--- config.mk ---
export PLATFORM = sky130hd
export DESIGN_NAME = sram_ctrl
export DESIGN_NICKNAME = d
export VERILOG_FILES = /design/src/rtl/sram_ctrl_pkg.sv /design/src/rtl/sram_ctrl_timer.sv /design/src/rtl/sram_ctrl_seq.sv /design/src/rtl/sram_ctrl_datapath.sv /design/src/rtl/sram_ctrl.sv
export SDC_FILE = /design/constraint.sdc
export NUM_CORES = 1
export LEC_CHECK = 0
export BUFFER_PORTS_ARGS = -buffer_cell sky130_fd_sc_hd__buf_2
export CORE_MARGIN = 1.5
export CORE_UTILIZATION = 37
export DETAILED_ROUTE_END_ITERATION = 8
export GPL_TIMING_DRIVEN = 0
export PLACE_DENSITY = 0.61
export SYNTH_ARGS = -nofsm -noshare
export SYNTH_HDL_FRONTEND = slang
export SYNTH_HIERARCHICAL = 1
export SYNTH_SLANG_ARGS = --single-unit
--- constraint.sdc ---
create_clock -name clk -period 2.5 [get_ports clk]
set_clock_uncertainty 0.15 [all_clocks]
set_input_delay 0.375 -clock clk [delete_from_list [all_inputs] [get_ports clk]]
set_output_delay 0.375 -clock clk [all_outputs]
set_load 0.02 [all_outputs]
--- src/rtl/sram_ctrl_pkg.sv ---
`timescale 1ns/1ps
package sram_ctrl_pkg;

    typedef enum logic [2:0] {
        ST_IDLE,
        ST_SETUP,
        ST_RD_ACCESS,
        ST_RD_TURN,
        ST_WR_PULSE,
        ST_WR_HOLD
    } seq_state_e;

    typedef struct packed {
        logic ce_n;
        logic we_n;
        logic oe_n;
        logic dq_oe;
    } pin_ctl_t;

    // Whole cycles needed to cover a limit in ns, never fewer than one.
    function automatic int unsigned ns_to_cycles(input int unsigned lim_ns,
                                                 input int unsigned per_ns);
        int unsigned c;
        c = (lim_ns + per_ns - 1) / per_ns;
        if (c == 0) c = 1;
        return c;
    endfunction

    function automatic int unsigned max2(input int unsigned a, input int unsigned b);
        return (a > b) ? a : b;
    endfunction

    function automatic int unsigned max3(input int unsigned a, input int unsigned b,
                                         input int unsigned c);
        return max2(max2(a, b), c);
    endfunction

    // Memory pin levels that belong to each sequencer state.
    function automatic pin_ctl_t pins_for(input seq_state_e st);
        pin_ctl_t p;
        p = '{ce_n: 1'b1, we_n: 1'b1, oe_n: 1'b1, dq_oe: 1'b0};
        case (st)
            ST_SETUP:     p.ce_n = 1'b0;
            ST_RD_ACCESS: begin
                p.ce_n = 1'b0;
                p.oe_n = 1'b0;
            end
            ST_WR_PULSE:  begin
                p.ce_n  = 1'b0;
                p.we_n  = 1'b0;
                p.dq_oe = 1'b1;
            end
            ST_WR_HOLD:   begin
                p.ce_n  = 1'b0;
                p.dq_oe = 1'b1;
            end
            default:      ;
        endcase
        return p;
    endfunction

endpackage

--- src/rtl/sram_ctrl_timer.sv ---
`timescale 1ns/1ps
module sram_ctrl_timer #(
    parameter int unsigned CNT_W = 4
) (
    input  logic             clk,
    input  logic             rst,
    input  logic             load,
    input  logic [CNT_W-1:0] load_val,
    output logic             zero
);
    logic [CNT_W-1:0] cnt;

    always_ff @(posedge clk) begin
        if (rst) begin
            cnt <= '0;
        end else if (load) begin
            cnt <= load_val;
        end else if (cnt != '0) begin
            cnt <= cnt - 1'b1;
        end
    end

    assign zero = (cnt == '0);
endmodule

--- src/rtl/sram_ctrl_seq.sv ---
`timescale 1ns/1ps
module sram_ctrl_seq
    import sram_ctrl_pkg::*;
#(
    parameter int unsigned CNT_W  = 4,
    parameter int unsigned RD_CYC = 9,
    parameter int unsigned HZ_CYC = 4,
    parameter int unsigned WP_CYC = 8,
    parameter int unsigned WH_CYC = 1,
    parameter int unsigned RC_CYC = 9,
    parameter int unsigned WC_CYC = 9
) (
    input  logic             clk,
    input  logic             rst,
    input  logic             req_valid,
    input  logic             req_wr,
    input  logic             op_wr,
    input  logic             ph_zero,
    input  logic             cyc_zero,
    output seq_state_e       state,
    output logic             accept,
    output logic             capture,
    output logic             done_set,
    output logic             ph_load,
    output logic [CNT_W-1:0] ph_val,
    output logic             cyc_load,
    output logic [CNT_W-1:0] cyc_val
);
    localparam logic [CNT_W-1:0] RD_LD = CNT_W'(RD_CYC - 1);
    localparam logic [CNT_W-1:0] HZ_LD = CNT_W'(HZ_CYC - 1);
    localparam logic [CNT_W-1:0] WP_LD = CNT_W'(WP_CYC - 1);
    localparam logic [CNT_W-1:0] WH_LD = CNT_W'(WH_CYC - 1);
    localparam logic [CNT_W-1:0] RC_LD = CNT_W'(RC_CYC - 1);
    localparam logic [CNT_W-1:0] WC_LD = CNT_W'(WC_CYC - 1);

    seq_state_e nxt;

    always_ff @(posedge clk) begin
        if (rst) state <= ST_IDLE;
        else     state <= nxt;
    end

    always_comb begin
        nxt      = state;
        accept   = 1'b0;
        capture  = 1'b0;
        done_set = 1'b0;
        ph_load  = 1'b0;
        ph_val   = '0;
        cyc_load = 1'b0;
        cyc_val  = '0;
        case (state)
            ST_IDLE: begin
                if (req_valid) begin
                    accept   = 1'b1;
                    cyc_load = 1'b1;
                    cyc_val  = req_wr ? WC_LD : RC_LD;
                    nxt      = ST_SETUP;
                end
            end
            ST_SETUP: begin
                ph_load = 1'b1;
                ph_val  = op_wr ? WP_LD : RD_LD;
                nxt     = op_wr ? ST_WR_PULSE : ST_RD_ACCESS;
            end
            ST_RD_ACCESS: begin
                if (ph_zero) begin
                    capture  = 1'b1;
                    done_set = 1'b1;
                    ph_load  = 1'b1;
                    ph_val   = HZ_LD;
                    nxt      = ST_RD_TURN;
                end
            end
            ST_RD_TURN: begin
                if (ph_zero && cyc_zero) nxt = ST_IDLE;
            end
            ST_WR_PULSE: begin
                if (ph_zero) begin
                    done_set = 1'b1;
                    ph_load  = 1'b1;
                    ph_val   = WH_LD;
                    nxt      = ST_WR_HOLD;
                end
            end
            ST_WR_HOLD: begin
                if (ph_zero && cyc_zero) nxt = ST_IDLE;
            end
            default: nxt = ST_IDLE;
        endcase
    end
endmodule

--- src/rtl/sram_ctrl_datapath.sv ---
`timescale 1ns/1ps
module sram_ctrl_datapath
    import sram_ctrl_pkg::*;
#(
    parameter int unsigned ADDR_W = 19,
    parameter int unsigned DATA_W = 8
) (
    input  logic              clk,
    input  logic              rst,
    input  seq_state_e        state,
    input  logic              accept,
    input  logic              capture,
    input  logic              done_set,
    input  logic              req_wr,
    input  logic [ADDR_W-1:0] req_addr,
    input  logic [DATA_W-1:0] req_wdata,
    input  logic [DATA_W-1:0] mem_dq_i,
    output logic              op_wr,
    output logic              rsp_done,
    output logic [DATA_W-1:0] rsp_rdata,
    output logic [ADDR_W-1:0] mem_addr,
    output logic [DATA_W-1:0] mem_dq_o,
    output pin_ctl_t          pins
);
    typedef struct packed {
        logic              wr;
        logic [ADDR_W-1:0] addr;
        logic [DATA_W-1:0] wdata;
    } req_t;

    req_t held;

    always_ff @(posedge clk) begin
        if (rst) begin
            held <= '0;
        end else if (accept) begin
            held <= '{wr: req_wr, addr: req_addr, wdata: req_wdata};
        end
    end

    always_ff @(posedge clk) begin
        if (rst) begin
            rsp_rdata <= '0;
            rsp_done  <= 1'b0;
        end else begin
            rsp_done <= done_set;
            if (capture) rsp_rdata <= mem_dq_i;
        end
    end

    assign op_wr    = held.wr;
    assign mem_addr = held.addr;
    assign mem_dq_o = held.wdata;
    assign pins     = pins_for(state);
endmodule

--- src/rtl/sram_ctrl.sv ---
`timescale 1ns/1ps
module sram_ctrl
    import sram_ctrl_pkg::*;
#(
    parameter int unsigned ADDR_W        = 19,
    parameter int unsigned DATA_W        = 8,
    parameter int unsigned CLK_PERIOD_NS = 8,
    parameter int unsigned T_AA_NS       = 70,
    parameter int unsigned T_ACE_NS      = 70,
    parameter int unsigned T_DOE_NS      = 35,
    parameter int unsigned T_HZ_NS       = 25,
    parameter int unsigned T_RC_NS       = 70,
    parameter int unsigned T_WC_NS       = 70,
    parameter int unsigned T_PWE_NS      = 50,
    parameter int unsigned T_SD_NS       = 30,
    parameter int unsigned T_AW_NS       = 60,
    parameter int unsigned T_HD_NS       = 0
) (
    input  logic              clk,
    input  logic              rst,
    input  logic              req_valid,
    output logic              req_ready,
    input  logic              req_wr,
    input  logic [ADDR_W-1:0] req_addr,
    input  logic [DATA_W-1:0] req_wdata,
    output logic              rsp_done,
    output logic [DATA_W-1:0] rsp_rdata,
    output logic [ADDR_W-1:0] mem_addr,
    output logic              mem_ce_n,
    output logic              mem_we_n,
    output logic              mem_oe_n,
    output logic [DATA_W-1:0] mem_dq_o,
    output logic              mem_dq_oe,
    input  logic [DATA_W-1:0] mem_dq_i
);
    localparam int unsigned RD_CYC = max3(ns_to_cycles(T_AA_NS, CLK_PERIOD_NS),
                                          ns_to_cycles(T_ACE_NS, CLK_PERIOD_NS),
                                          ns_to_cycles(T_DOE_NS, CLK_PERIOD_NS));
    localparam int unsigned HZ_CYC = ns_to_cycles(T_HZ_NS, CLK_PERIOD_NS);
    localparam int unsigned WP_CYC = max3(ns_to_cycles(T_PWE_NS, CLK_PERIOD_NS),
                                          ns_to_cycles(T_SD_NS, CLK_PERIOD_NS),
                                          ns_to_cycles(T_AW_NS, CLK_PERIOD_NS));
    localparam int unsigned WH_CYC = ns_to_cycles(T_HD_NS, CLK_PERIOD_NS);
    localparam int unsigned RC_CYC = ns_to_cycles(T_RC_NS, CLK_PERIOD_NS);
    localparam int unsigned WC_CYC = ns_to_cycles(T_WC_NS, CLK_PERIOD_NS);
    localparam int unsigned MAX_CYC = max3(max3(RD_CYC, HZ_CYC, WP_CYC),
                                           max2(WH_CYC, RC_CYC), WC_CYC);
    localparam int unsigned CNT_W = $clog2(MAX_CYC + 1);

    seq_state_e       state;
    pin_ctl_t         pins;
    logic             accept, capture, done_set, op_wr;
    logic             ph_load, ph_zero, cyc_load, cyc_zero;
    logic [CNT_W-1:0] ph_val, cyc_val;

    sram_ctrl_seq #(
        .CNT_W (CNT_W),
        .RD_CYC(RD_CYC),
        .HZ_CYC(HZ_CYC),
        .WP_CYC(WP_CYC),
        .WH_CYC(WH_CYC),
        .RC_CYC(RC_CYC),
        .WC_CYC(WC_CYC)
    ) u_seq (
        .clk      (clk),
        .rst      (rst),
        .req_valid(req_valid),
        .req_wr   (req_wr),
        .op_wr    (op_wr),
        .ph_zero  (ph_zero),
        .cyc_zero (cyc_zero),
        .state    (state),
        .accept   (accept),
        .capture  (capture),
        .done_set (done_set),
        .ph_load  (ph_load),
        .ph_val   (ph_val),
        .cyc_load (cyc_load),
        .cyc_val  (cyc_val)
    );

    // Phase timer paces each state; cycle timer enforces the minimum cycle time.
    sram_ctrl_timer #(.CNT_W(CNT_W)) u_phase_tmr (
        .clk     (clk),
        .rst     (rst),
        .load    (ph_load),
        .load_val(ph_val),
        .zero    (ph_zero)
    );

    sram_ctrl_timer #(.CNT_W(CNT_W)) u_cycle_tmr (
        .clk     (clk),
        .rst     (rst),
        .load    (cyc_load),
        .load_val(cyc_val),
        .zero    (cyc_zero)
    );

    sram_ctrl_datapath #(
        .ADDR_W(ADDR_W),
        .DATA_W(DATA_W)
    ) u_dp (
        .clk      (clk),
        .rst      (rst),
        .state    (state),
        .accept   (accept),
        .capture  (capture),
        .done_set (done_set),
        .req_wr   (req_wr),
        .req_addr (req_addr),
        .req_wdata(req_wdata),
        .mem_dq_i (mem_dq_i),
        .op_wr    (op_wr),
        .rsp_done (rsp_done),
        .rsp_rdata(rsp_rdata),
        .mem_addr (mem_addr),
        .mem_dq_o (mem_dq_o),
        .pins     (pins)
    );

    assign req_ready = (state == ST_IDLE);
    assign mem_ce_n  = pins.ce_n;
    assign mem_we_n  = pins.we_n;
    assign mem_oe_n  = pins.oe_n;
    assign mem_dq_oe = pins.dq_oe;
endmodule

### Word level (Yosys, flattened, before mapping)

Cells that the tools add are included.

| cells by class | value |
|---|---|
| add/subtract/negate cells | 2 |
| equal/unequal tests | 9 |
| multiplexer cells | 24 |
| bitwise logic cells | 1 |
| reduce and logical (&&, ||, !) cells | 14 |

Operators by type and width:

| cell | count |
|---|---|
| 4-bit two-way mux | 7 |
| 3-bit two-way mux | 5 |
| 3-bit one-hot mux with 5 select lines | 1 |
| 4-bit zero test | 2 |
| 1-bit two-way mux | 8 |
| 4-bit one-hot mux with 2 select lines | 1 |
| 4-bit nonzero test | 2 |
| 2-bit OR reduction | 4 |
| 4-bit by 1-bit subtractor with 4-bit output (second input constant) | 2 |
| 3-bit by 2-bit == test with 1-bit output (second input constant) | 2 |
| 3-bit == test (second input constant) | 2 |
| 2-bit inequality test (second input constant) | 3 |
| 4-bit AND reduction | 1 |
| 2-bit nonzero test | 2 |
| 4-bit OR reduction | 1 |
| 3-bit by 1-bit == test with 1-bit output (second input constant) | 1 |
| 3-bit zero test | 1 |
| 2-bit two-way mux | 1 |
| 2-bit by 1-bit inequality test with 1-bit output (second input constant) | 1 |
| 1-bit one-hot mux with 2 select lines | 1 |
| 1-bit logical AND | 1 |
| 1-bit inverter | 1 |

| word-level totals | value |
|---|---|
| register bits | 48 |
| input bits | 39 |
| output and inout bits | 41 |
| word-level logic and storage cells | 58 |

### Depth between registers and ports, before layout

| logic depth | value |
|---|---|
| depth after elaboration | 4 |
| mapped depth | 9 |
| gate-level depth less buffers | 8 |

### Hierarchy

Netlist, hierarchy kept.

Modules (own cells, without submodules):

| module | times used | cells each | area an instance (sq um) | seq. area each (sq um) |
|---|---|---|---|---|
| sram_ctrl_datapath | 1 | 123 | 1347.5 | 740.7 |
| sram_ctrl_timer | 2 | 24 | 229.0 | 80.1 |
| sram_ctrl_seq | 1 | 41 | 321.6 | 60.1 |
| sram_ctrl | 1 | 1 | 10.0 | 0.0 |

### Worst setup path before layout

OpenSTA, ideal clock, no wires.

| timing path | value |
|---|---|
| path kind | flip-flop to flip-flop |
| start point | register u_phase_tmr.cnt[0] |
| end point | register u_phase_tmr.cnt[3] |
| setup time | 0.092 ns |
| data arrival time | 1.749 ns |
| required time | 2.258 ns |
| path slack | 0.509 ns |
| cell stages (with the launch flop) | 9 |
| buffers on the path | 0 |
| clock period less this slack | 1.991 ns |
| cells stage by stage | dfxtp_1 > inv_1 > ha_1 > nor3b_4 > and2b_1 > nand3b_1 > o21ai_0 > or2_2 > o32ai_1 |

| on the way | value |
|---|---|
| cells in the longest elaborated chain, start to end | 4 |
| elaborated cells on any way between the ends | 8 |
| classes of those cells | add/sub: 1; mux: 4; reduce/logical: 3 |

RTL lines:

| item | line | text |
|---|---|---|
| start: declaration | sram_ctrl_timer.sv:11 | `logic [CNT_W-1:0] cnt;` |
| start signal: assignment | sram_ctrl_timer.sv:17 | `cnt <= load_val;` |
| start signal: assignment | sram_ctrl_timer.sv:19 | `cnt <= cnt - 1'b1;` |
| 4-bit zero test * | sram_ctrl_timer.sv:23 | `assign zero = (cnt == '0);` |
| named net ph_zero | sram_ctrl.sv:53 | `logic ph_load, ph_zero, cyc_load, cyc_zero;` |
| 1-bit two-way mux * | sram_ctrl_seq.sv:67, sram_ctrl_seq.sv:79 |  |
| 1-bit one-hot mux with 2 select lines * | sram_ctrl_seq.sv:52 | `case (state)` |
| named net ph_load | sram_ctrl.sv:53 |  |
| 4-bit two-way mux / 2-bit nonzero test (equally long branches) | - |  |

Mark *: on every way through the listed nets, which the timed path passes. The rest lies on a longest branch. The select of a mux whose other input is x is not followed.
A chain may end at the register's enable or synchronous reset.

### Worst setup path after layout

Same ends and word-level chain as after synthesis.

==> results.ini <==
[global_route]
grt.total_usage = 0.141
grt_max_degree = 15
antenna_found_initial = 0
grt_pass1_wl_um = 6940
grt-ovfl-total = 0
grt_pass1_vias = 1509

[worst_hold_path]
whs_path_depth = 3
min_path_type = input pin to register
hold_end = u_dp/mem_addr[18]
hp-start = req_addr[18]

[sta]
setup_violations = 0
holdWs_ns = 0.159
finalMaxSlewViolations = 0
rsz0062_at_grt = false
setup_tns_ns = 0
period_share = 0.901
fin_crit_ns = 2.25
clock.fmax_ghz = 0.444
worst_pin_slew_ns = 0.580
relSlewSlack = 0.608
finalHoldViolCount = 0

[yosys]
syn_inst = 213
synthDominantCellAreaShare = 0.450
netlist_area_um2 = 2140
synth_most_common_cell = dfxtp_1
synth_common_cells = dfxtp_1 (48), nor2_1 (40), mux2i_1 (37)
syn_area_per_cell_um2 = 10.0
yosys_warnings = 6
synth_edf_count = 0
ys_ff_latch = 48
async_flop_share = 0
yosysTopAreaCell = dfxtp_1
yosys.cell_types.count = 34
yosysSeqAreaShare = 0.450
synthFlopType = dfxtp_1
synth_area_leaders = dfxtp_1 (45%), mux2i_1 (17%), nor2_1 (7.0%), buf_4 (2.5%), xnor2_1 (2.0%)

[placement]
finalWeightedCongestion = 0.712
placed_area_um2 = 2630
dpl.cell_count = 366
dpl.hpwl_um = 3220
io_buffer_count = 79

[final_layout]
drive_above_1_share = 0.385
nets = 342
design_area_um2 = 2710
area_growth_pct = 26.7
seqCellArea_um2 = 961
n_antenna_cell = 0
fillerInstances = 556
multi_input_area_um2 = 1010
final_cells = 373

[power]
comb_power_share = 0.450
p_int_mw = 1.69
swShare = 0.362
pwr-share-seq = 0.387
max-vdd-ir-drop_mv = 0.486
total_power_mw = 2.64
p_clk_frac = 0.163
p_sw_mw = 0.956
power.leakage_nw = 1.29
power_density_nw_per_um2 = 976

[outcome]
outcome = completed

[route]
drtIter0Drc = 78
first_pass_iters = 4
wire_per_inst_um = 11.3
wl_um = 4230
routed_via_density = 4.52
num_vias = 1686
route.detailed.drc = 0
ant_nets = 0

[worst_setup_path]
end_kind = register
path_class = register to register
worstSetupStartpointType = register
r2r_slack_ns = 0.25
arrival_ns = 2.27
path_max_fanout = 8
reg2regPathDepth = 8
critical_path_required_ns = 2.52
r2r-start = u_phase_tmr/cnt[0]
reg2reg_to = u_phase_tmr/cnt[3]

[cts]
cts_root_buf = clkbuf_8
cts_tree = yes
clkLatencyLatePin_ns = 0.29
cts_max_level = 2
cts_resized = 0
cts_buffers = 5
clock_path_buffers = 2
cts_setup_buffers = 0
path_clk_slew_ns = 0.08
ctsHoldBuffers = 0
cts.sinks = 48

[die]
io_pins = 80
fp.dieH_um = 79
fp.coreArea_um2 = 5540
die_w_um = 79
start_util = 0.386
dieArea_um2 = 6240
rows = 27

[run]
maxCapViolations = 0

-- stage by stage --
stage	worst slack [ns]	utilization
after floorplan	0.509	-
after global placement	0.261	0.475
after detailed placement	0.265	0.475
after CTS	0.247	0.489
after global routing	0.0198	0.489
final	0.249	0.489
-- sequential cells by signal, indices dropped and copies added, names as in the netlist --
register	cells
u_phase_tmr/cnt	4
u_dp/op_wr	1
u_dp/mem_dq_o	8
u_dp/mem_addr	19
u_dp/rsp_rdata	8
u_cycle_tmr/cnt	4
u_dp/rsp_done	1
u_seq/state	3
-- layout by cell type (no fill, tap or decap), types with 4 or more instances in the layout --
master    count
buf_2        84
buf_4         7
clkbuf_8      5
dfxtp_1      48
inv_1         6
mux2i_1      37
nand2_1       9
nor2_1       40
nor2b_1       6
nor3_1        6
nor3_2        4
o22ai_1       4
xnor2_1       5
-- critical path, cell delays in order, from the launching register on --
cell and delay [ns]:
dfxtp_1 0.32, inv_1 0.08, ha_1 0.19, nor3b_4 0.39, and2b_1 0.20, mux2i_1 0.07
o21ai_0 0.42, or2_2 0.23, o32ai_1 0.07
-- worst max-delay path by stage --
stage / slack, ns / end / depth (start not counted) / startpoint
floorplan: 0.51 / u_phase_tmr/cnt[3] / 8 / u_phase_tmr/cnt[0]
global placement: 0.26 / u_phase_tmr/cnt[3] / 8 / u_phase_tmr/cnt[0]
detailed placement: 0.26 / u_phase_tmr/cnt[3] / 8 / u_phase_tmr/cnt[0]
CTS: 0.25 / u_phase_tmr/cnt[3] / 8 / u_phase_tmr/cnt[0]
global route: 0.02 / u_phase_tmr/cnt[3] / 8 / u_phase_tmr/cnt[0]
finish: 0.25 / u_phase_tmr/cnt[3] / 8 / u_phase_tmr/cnt[0]
-- cell families after synthesis --
kind of cell,share of synthesized area
flops,0.450
compound gates,0.0463
other cells,0.00175
fa+ha+maj,0.0117
buf+inv,0.0814
xor+xnor,0.0246
mux,0.184
simple gates,0.201
-- metal layers --
layer,wire (um),up-vias,global-route usage
met5,0,-,0
li1,-,880,-
met1,1970,750,0.182
met4,57,0,0.0579
met3,250,5,0.0299
met2,1960,51,0.229
-- power groups by stage --
stage | Combinational, mW | Sequential, mW | Clock (mW)
after floorplan | 0.837 | 1.13 | 0
after global placement | 1.18 | 1.04 | 0
after detailed placement | 1.20 | 1.04 | 0
after CTS | 1.20 | 1.02 | 0.456
after global routing | 1.31 | 1.04 | 0.481
final | 1.19 | 1.02 | 0.431
-- layout make-up --
type                    instances  share of cell area
repair buffers                 79               0.146
clock buffers                   6              0.0268
multi-input cells             144               0.373
plain buffers                  17              0.0559
flip-flops and latches         48               0.355
inverters                       6             0.00832
clock inverters                 1             0.00185
well taps                      72              0.0333
(Power assumes the default switching activity.)
